[config.mk]
export PLATFORM = sky130hd
export DESIGN_NAME = useq_sequencer
export DESIGN_NICKNAME = d
export VERILOG_FILES = /design/src/rtl/useq_pkg.sv /design/src/rtl/useq_ben_reg.sv /design/src/rtl/useq_reg_select.sv /design/src/rtl/useq_next_addr.sv /design/src/rtl/useq_sequencer.sv
export SDC_FILE = /design/constraint.sdc
export NUM_CORES = 1
export LEC_CHECK = 0
export CAP_MARGIN = 20
export CORE_AREA = 2 2 39 41
export DETAILED_ROUTE_END_ITERATION = 8
export DIE_AREA = 0 0 41 43
export GPL_TIMING_DRIVEN = 1
export MAX_ROUTING_LAYER = met4
export PLACE_DENSITY = 0.76
export SYNTH_ARGS = -nofsm -noshare
export SYNTH_HDL_FRONTEND = slang
export SYNTH_HIERARCHICAL = 1
export SYNTH_SLANG_ARGS = --single-unit
[constraint.sdc]
create_clock -name clk -period 1.55 [get_ports clk]
set_clock_uncertainty 0.1 [all_clocks]
set_input_delay 0.3875 -clock clk [delete_from_list [all_inputs] [get_ports clk]]
set_output_delay 0.3875 -clock clk [all_outputs]
set_load 0.05 [all_outputs]
[src/rtl/useq_pkg.sv]
// Shared widths and condition codes for the microsequencer.
// Assumes a 16-bit instruction word whose top four bits are the opcode.
package useq_pkg;
    localparam int ADDR_W = 6;
    localparam int OPC_W  = 4;
    localparam int REG_W  = 3;

    typedef enum logic [1:0] {
        COND_ALWAYS = 2'b00,
        COND_MEMRDY = 2'b01,
        COND_BRANCH = 2'b10,
        COND_MODE   = 2'b11
    } cond_e;
endpackage

[src/rtl/useq_ben_reg.sv]
// Branch-enable flag: captures whether any condition-code flag picked out by
// the instruction's three test bits is set, on a load strobe.
// Assumes test bits ordered {n, z, p} from high to low.
module useq_ben_reg (
    input  logic       clk,
    input  logic       rst_n,
    input  logic       load,
    input  logic [2:0] test_bits,
    input  logic       flag_n,
    input  logic       flag_z,
    input  logic       flag_p,
    output logic       ben
);
    logic hit;

    // Combine the test bits with the matching flags.
    always_comb hit = |(test_bits & {flag_n, flag_z, flag_p});

    // Hold the flag; reload only on the strobe.
    always_ff @(posedge clk) begin
        if (!rst_n)
            ben <= 1'b0;
        else if (load)
            ben <= hit;
    end

    // a strobe captures the evaluated test
    a_r6_ben_load: assert property (@(posedge clk) disable iff (!rst_n)
        load |=> ben == $past((test_bits[2] & flag_n) | (test_bits[1] & flag_z) | (test_bits[0] & flag_p)));
    // without a strobe the flag holds
    a_r7_ben_hold: assert property (@(posedge clk) disable iff (!rst_n)
        !load |=> $stable(ben));
    // reset clears the flag
    a_r8_ben_reset: assert property (@(posedge clk)
        !rst_n |=> !ben);
endmodule

[src/rtl/useq_reg_select.sv]
// Register-number multiplexers for destination and first source.
// Assumes the link register is the all-ones register number.
module useq_reg_select #(
    parameter int REG_W = 3
) (
    input  logic [REG_W-1:0] field_hi,
    input  logic [REG_W-1:0] field_lo,
    input  logic             dr_sel,
    input  logic             sr1_sel,
    output logic [REG_W-1:0] dst_reg,
    output logic [REG_W-1:0] src1_reg
);
    localparam logic [REG_W-1:0] LINK_REG = '1;

    // Destination: instruction field or the link register.
    always_comb dst_reg = dr_sel ? LINK_REG : field_hi;

    // First source: upper or lower instruction field.
    always_comb src1_reg = sr1_sel ? field_lo : field_hi;
endmodule

[src/rtl/useq_next_addr.sv]
// Combinational next-address former: opcode dispatch, or the jump field with
// the one selected condition ORed into its fixed bit.
// Assumes the condition bit positions lie inside the address width.
module useq_next_addr
    import useq_pkg::*;
#(
    parameter int ADDR_W     = 6,
    parameter int OPC_W      = 4,
    parameter int MODE_BIT   = 0,
    parameter int READY_BIT  = 1,
    parameter int BRANCH_BIT = 2
) (
    input  logic [ADDR_W-1:0] jump,
    input  logic [1:0]        cond,
    input  logic              decode,
    input  logic [OPC_W-1:0]  opcode,
    input  logic              mode,
    input  logic              ready,
    input  logic              branch,
    output logic [ADDR_W-1:0] next_addr
);
    localparam int PAD_W = ADDR_W - OPC_W;

    logic [ADDR_W-1:0] inject;
    logic [ADDR_W-1:0] dispatch;

    // Place the selected condition into its bit; others stay zero.
    always_comb begin
        inject = '0;
        case (cond_e'(cond))
            COND_MEMRDY: inject[READY_BIT]  = ready;
            COND_BRANCH: inject[BRANCH_BIT] = branch;
            COND_MODE:   inject[MODE_BIT]   = mode;
            default:     inject = '0;
        endcase
    end

    // Zero-extend the opcode when the address is wider than it.
    generate
        if (PAD_W > 0) begin : g_pad
            always_comb dispatch = {{PAD_W{1'b0}}, opcode};
        end else begin : g_nopad
            always_comb dispatch = opcode[ADDR_W-1:0];
        end
    endgenerate

    // Choose dispatch or conditioned jump.
    always_comb next_addr = decode ? dispatch : (jump | inject);
endmodule

[src/rtl/useq_sequencer.sv]
// Microsequencer top: next microinstruction address, branch-enable flag and
// register-number selection. Assumes ir_upper carries IR[15:6].
module useq_sequencer
    import useq_pkg::*;
(
    input  logic              clk,
    input  logic              rst_n,
    input  logic [ADDR_W-1:0] seq_jump,
    input  logic [1:0]        seq_cond,
    input  logic              seq_decode,
    input  logic [9:0]        ir_upper,
    input  logic              mem_ready,
    input  logic              flag_n,
    input  logic              flag_z,
    input  logic              flag_p,
    input  logic              ld_ben,
    input  logic              dr_sel,
    input  logic              sr1_sel,
    output logic [ADDR_W-1:0] next_addr,
    output logic              ben,
    output logic [REG_W-1:0]  dst_reg,
    output logic [REG_W-1:0]  src1_reg
);
    localparam int MODE_BIT   = 0;
    localparam int READY_BIT  = 1;
    localparam int BRANCH_BIT = 2;
    localparam int OPC_LSB    = 10 - OPC_W;
    localparam int HI_LSB     = OPC_LSB - REG_W;
    localparam logic [ADDR_W-1:0] M_MODE   = ADDR_W'(1) << MODE_BIT;
    localparam logic [ADDR_W-1:0] M_READY  = ADDR_W'(1) << READY_BIT;
    localparam logic [ADDR_W-1:0] M_BRANCH = ADDR_W'(1) << BRANCH_BIT;

    logic [OPC_W-1:0] opcode;
    logic [REG_W-1:0] field_hi;
    logic [REG_W-1:0] field_lo;

    // Split the instruction bits into named fields.
    always_comb begin
        opcode   = ir_upper[9:OPC_LSB];
        field_hi = ir_upper[OPC_LSB-1:HI_LSB];
        field_lo = ir_upper[HI_LSB-1:0];
    end

    useq_ben_reg u_ben (
        .clk(clk), .rst_n(rst_n), .load(ld_ben), .test_bits(field_hi),
        .flag_n(flag_n), .flag_z(flag_z), .flag_p(flag_p), .ben(ben)
    );

    useq_next_addr #(
        .ADDR_W(ADDR_W), .OPC_W(OPC_W), .MODE_BIT(MODE_BIT),
        .READY_BIT(READY_BIT), .BRANCH_BIT(BRANCH_BIT)
    ) u_next (
        .jump(seq_jump), .cond(seq_cond), .decode(seq_decode), .opcode(opcode),
        .mode(field_hi[REG_W-1]), .ready(mem_ready), .branch(ben),
        .next_addr(next_addr)
    );

    useq_reg_select #(.REG_W(REG_W)) u_regs (
        .field_hi(field_hi), .field_lo(field_lo), .dr_sel(dr_sel),
        .sr1_sel(sr1_sel), .dst_reg(dst_reg), .src1_reg(src1_reg)
    );

    // decode dispatches on the opcode only
    a_r1_dispatch: assert property (@(posedge clk) disable iff (!rst_n)
        seq_decode |-> next_addr == {{(ADDR_W-OPC_W){1'b0}}, ir_upper[9:6]});
    // unconditional passes the jump field through
    a_r2_plain_jump: assert property (@(posedge clk) disable iff (!rst_n)
        (!seq_decode && seq_cond == 2'b00) |-> next_addr == seq_jump);
    // memory wait touches only the ready bit
    a_r3_ready_bit: assert property (@(posedge clk) disable iff (!rst_n)
        (!seq_decode && seq_cond == 2'b01) |->
        ((next_addr & ~M_READY) == (seq_jump & ~M_READY)) && (next_addr[READY_BIT] == (seq_jump[READY_BIT] | mem_ready)));
    // branch touches only the branch bit
    a_r4_branch_bit: assert property (@(posedge clk) disable iff (!rst_n)
        (!seq_decode && seq_cond == 2'b10) |->
        ((next_addr & ~M_BRANCH) == (seq_jump & ~M_BRANCH)) && (next_addr[BRANCH_BIT] == (seq_jump[BRANCH_BIT] | ben)));
    // addressing mode touches only the mode bit
    a_r5_mode_bit: assert property (@(posedge clk) disable iff (!rst_n)
        (!seq_decode && seq_cond == 2'b11) |->
        ((next_addr & ~M_MODE) == (seq_jump & ~M_MODE)) && (next_addr[MODE_BIT] == (seq_jump[MODE_BIT] | ir_upper[5])));
    // link select yields register 7
    a_r9_link_dst: assert property (@(posedge clk) disable iff (!rst_n)
        dr_sel |-> dst_reg == 3'b111);
    // source select picks IR[8:6]
    a_r10_src_low: assert property (@(posedge clk) disable iff (!rst_n)
        sr1_sel |-> src1_reg == ir_upper[2:0]);
endmodule

# Word-level counts from Yosys, hierarchy flattened
# Index checks and enable logic that the tools add are counted.
# word_totals
regBits	1
output_inout_bits	13
input_bits	28
# op_classes
muxes	6
n_eq_ne	3
n_bitwise	2
reduce_logical	1
# ops
operator	count
3-bit 2-to-1 mux	2
6-bit 2-to-1 mux	1
6-bit by 3-bit OR with 6-bit output	1
2-bit == test (second input constant)	2
3-bit bitwise AND	1
1-bit 2-to-1 mux	3
3-bit OR reduction	1
2-bit by 1-bit == test with 1-bit output (second input constant)	1

# Logic depth before layout (Yosys ltp)
# Gate-level depths: netlist (run 1).
# depth
ltp_word	4
depth_mapped	3
mapped_depth_nobuf	2

# Modules after synthesis
# The synthesis (run 1) kept the hierarchy.
# modules_own_cells
module	area_each_um2	instances	cells_each	seq_area_each_um2
useq_next_addr	102.6	1	14	0.0
useq_reg_select	52.6	1	6	0.0
useq_ben_reg	40.0	1	4	20.0

# Least setup slack after synthesis (run 1)
# No wires, ideal clock.
# synth_timing
kind	register to output
startpoint	register u_ben.ben
endpoint	output port next_addr[2]
stages_incl_launch_ff	3
t_arrival_ps	1916
n_path_buf	0
setup_slack_ps	-854
cell_sequence	dfxtp_1 > nand2_1 > o31ai_1
# synth_between
elab_chain_len	3
# synth_lines
item	line	text
start: declaration	useq_ben_reg.sv:12	output logic ben
start signal: assignment	useq_ben_reg.sv:24	ben <= hit;
1-bit 2-to-1 mux	useq_next_addr.sv:30	case (cond_e'(cond))
6-bit by 3-bit OR with 6-bit output	useq_next_addr.sv:48	always_comb next_addr = decode ? dispatch : (jump | inject);
6-bit 2-to-1 mux	useq_next_addr.sv:48	
end: declaration	useq_sequencer.sv:19	output logic [ADDR_W-1:0] next_addr,
# No other way between the ends.

# Worst setup path in the final report (run 1)
# layout_timing
startpoint	input port seq_decode
endpoint	output port next_addr[0]
# layout_between
elab_chain_len	1
# layout_lines
item	line	text
start: declaration	useq_sequencer.sv:10	input logic seq_decode,
6-bit 2-to-1 mux	useq_next_addr.sv:48	
# No other way between the ends.

==> metrics.txt, run 1 <==
status=complete, but fails checks; failing checks=setup timing; mapped cell area=195 sq um; CP required=1.06 ns; slew margin rel.=82.3%; Pint=0.183 mW; vias in the first global route=393; GRT overflow=0; Fmax=0.640 GHz; initial antenna violation count=0; Reg clk slew, reported paths=0 ns; crit-path max FO=8; Layout area overhead=295%; worst path cell trace=buf_8 -> buf_8 -> a311oi_4 -> a21oi_4 -> buf_12; routability cong.=0.566; commonest non-fill, non-tap cells in the layout=9 x dlygate4sd2_1, 9 x buf_8, 5 x buf_2, 5 x clkdlybuf4s50_1, 5 x buf_12; row count=14; diodes inserted=0; RSZ-0062 raised after global routing=true; Nets=97; leading registers by flop count=u_ben/ben: 1 flops; Sw Share=44.6%; Worst Setup Start Kind=primary input; Post-Route WL=958 microns; post-route ant nets=0; flop2flop setup slack=0.75 ns; min cycle time layout=1.56 ns; Seq pwr share=9.5%; Worst-Margin Slew=0.266 ns; Gate power share=90.5%; DR iter-0 viols=4; Largest register FFs=1; vias=377; fin. max-slew vios=0; Tcrit/Tclk final=101%; IO Count=41; FF+latch count, synth=1; pre-CTS WS=-0.492 ns; fraction of layout instances using a drive strength above 1=62.7%; # Max-Cap Violations=0; Clk Latency, worst-skew pair=0 ns; Peak VDD IR=0.200 mV; largest net degree at the start of global routing=9; most used cell, CP=buf_8; port buffer count=40; Syn Nets=52; Critical Path AT=1.07 ns; Top reg by flops=u_ben/ben; die area=0.00176 sq mm; synth unique cells=17; average size of a mapped cell=8.13 sq um; CP max stage delay=0.24 ns; Core ar.=0.00138 sq mm; register area share after synthesis=10.3%; Hold Buf Count CTS=0; critical path's slowest cell=a311oi_4; LEAKAGE=0.365 nW; final setup vio count=2; Synth Warn #=6; DRT Pass-1 Iters=4; clock power share=0%; first-pass GRT wire length=1.49 mm; power per cell area=428 mW/mm^2; die width=41 microns; switching power total=0.147 mW; DR WL/cell=11.5 microns; Total Routing Usage GR=11.8%; worst setup margin=-0.0118 ns; Worst Hold Class=reg2reg; Hold Vio Cnt, Final=0; routed vias/inst=4.54; DRC viols=0; CP Capture Type=output pin; setup_tns=-0.0213 ns; Post-Synthesis Cells=24; Initial Util=14.1%; overall die height=43 microns; Setup CP Type=in2out
[cell type report]
| class | count | area [sq um] |
|---|---|---|
| Fill cell | 128 | 613 |
| Timing Repair Buffer | 44 | 483 |
| Multi-Input combinational cell | 21 | 244 |
| Sequential cell | 1 | 20.0 |
| Tap cell | 16 | 20.0 |
| Inverter | 1 | 3.75 |
[synthesized netlist by cell type]
cell type,n,area share (%)
buf_6,1,5.8
o21ai_0,1,2.6
or2_2,3,9.6
mux2_4,1,7.7
nand2_1,1,1.9
a21oi_1,3,7.7
nor2b_1,1,3.2
dfxtp_1,1,10
mux2i_1,1,5.1
nor2_1,1,1.9
o31ai_1,1,3.8
a311oi_1,1,4.5
mux2_2,3,17
a222oi_1,1,5.1
nand3b_1,1,3.8
inv_1,1,1.9
and2b_1,2,7.7
[power by group through the flow]
stage | Clock [mW] | Combinational, mW | Sequential, mW
3_3_place_gp | 0 | 0.269 | 0.0310
4_1_cts | 0 | 0.301 | 0.0315
2_1_floorplan | 0 | 0.123 | 0.0367
6_report | 0 | 0.299 | 0.0314
3_5_place_dp | 0 | 0.271 | 0.0312
5_1_grt | 0 | 0.314 | 0.0317
[cells by family after synthesis]
family          synth area share [%]
flops                           10.3
buf+inv                         7.69
mux                             30.1
compound gates                  23.7
simple gates                    28.2
[worst paths after layout]
kind	start	endpoint	cells past startpoint
worst min register to register	u_ben/ben$_SDFFE_PN0P_	u_ben/ben$_SDFFE_PN0P_	2
worst max register to register	u_ben/ben$_SDFFE_PN0P_	u_ben/ben$_SDFFE_PN0P_	2
worst max-delay path	seq_decode	next_addr[0]	5
worst min-delay path	u_ben/ben$_SDFFE_PN0P_	u_ben/ben$_SDFFE_PN0P_	2
[layer usage]
metal,share of wire (%),track usage (%),vias to the layer above
li1,-,-,178
met5,0,-,-
met1,32,12.3,163
met3,18,2.09,0
met4,0,0,0
met2,51,22.5,36
[repair_timing]
| item | CTS | global route |
|---|---|---|
| resized for setup | 74 | 7 |
| pin swaps | 3 | 2 |
| buffers inserted | 1 | 0 |
| endpoints found under the setup margin | 13 | 7 |
[metrics by stage]
step           util (%)  instance area, sq um  std cells  hold WS [ns]  power (mW)
6_report           55.7                   771         83         0.500       0.330
5_1_grt            55.7                   771         83         0.536       0.345
4_1_cts            56.1                   776         83         0.506       0.332
3_5_place_dp       49.5                   686         82         0.500       0.302
3_3_place_gp       49.5                   686         82         0.484       0.300
2_1_floorplan         -                   224         24         0.377       0.160
[critical path: cells and delay by family]
| kind | cells | cell delay, ns |
|---|---|---|
| buffers and inverters | 3 | 0.38 |
| AO/OA/AOI/OAI | 2 | 0.30 |
Power figures use the tool's default switching activity.
==> run 2: changes to the inputs <==
- GPL_ROUTABILITY_DRIVEN: default -> 0
==> results of run 2 <==
The final DEF is identical to that of run 1; final timing and power are the same.
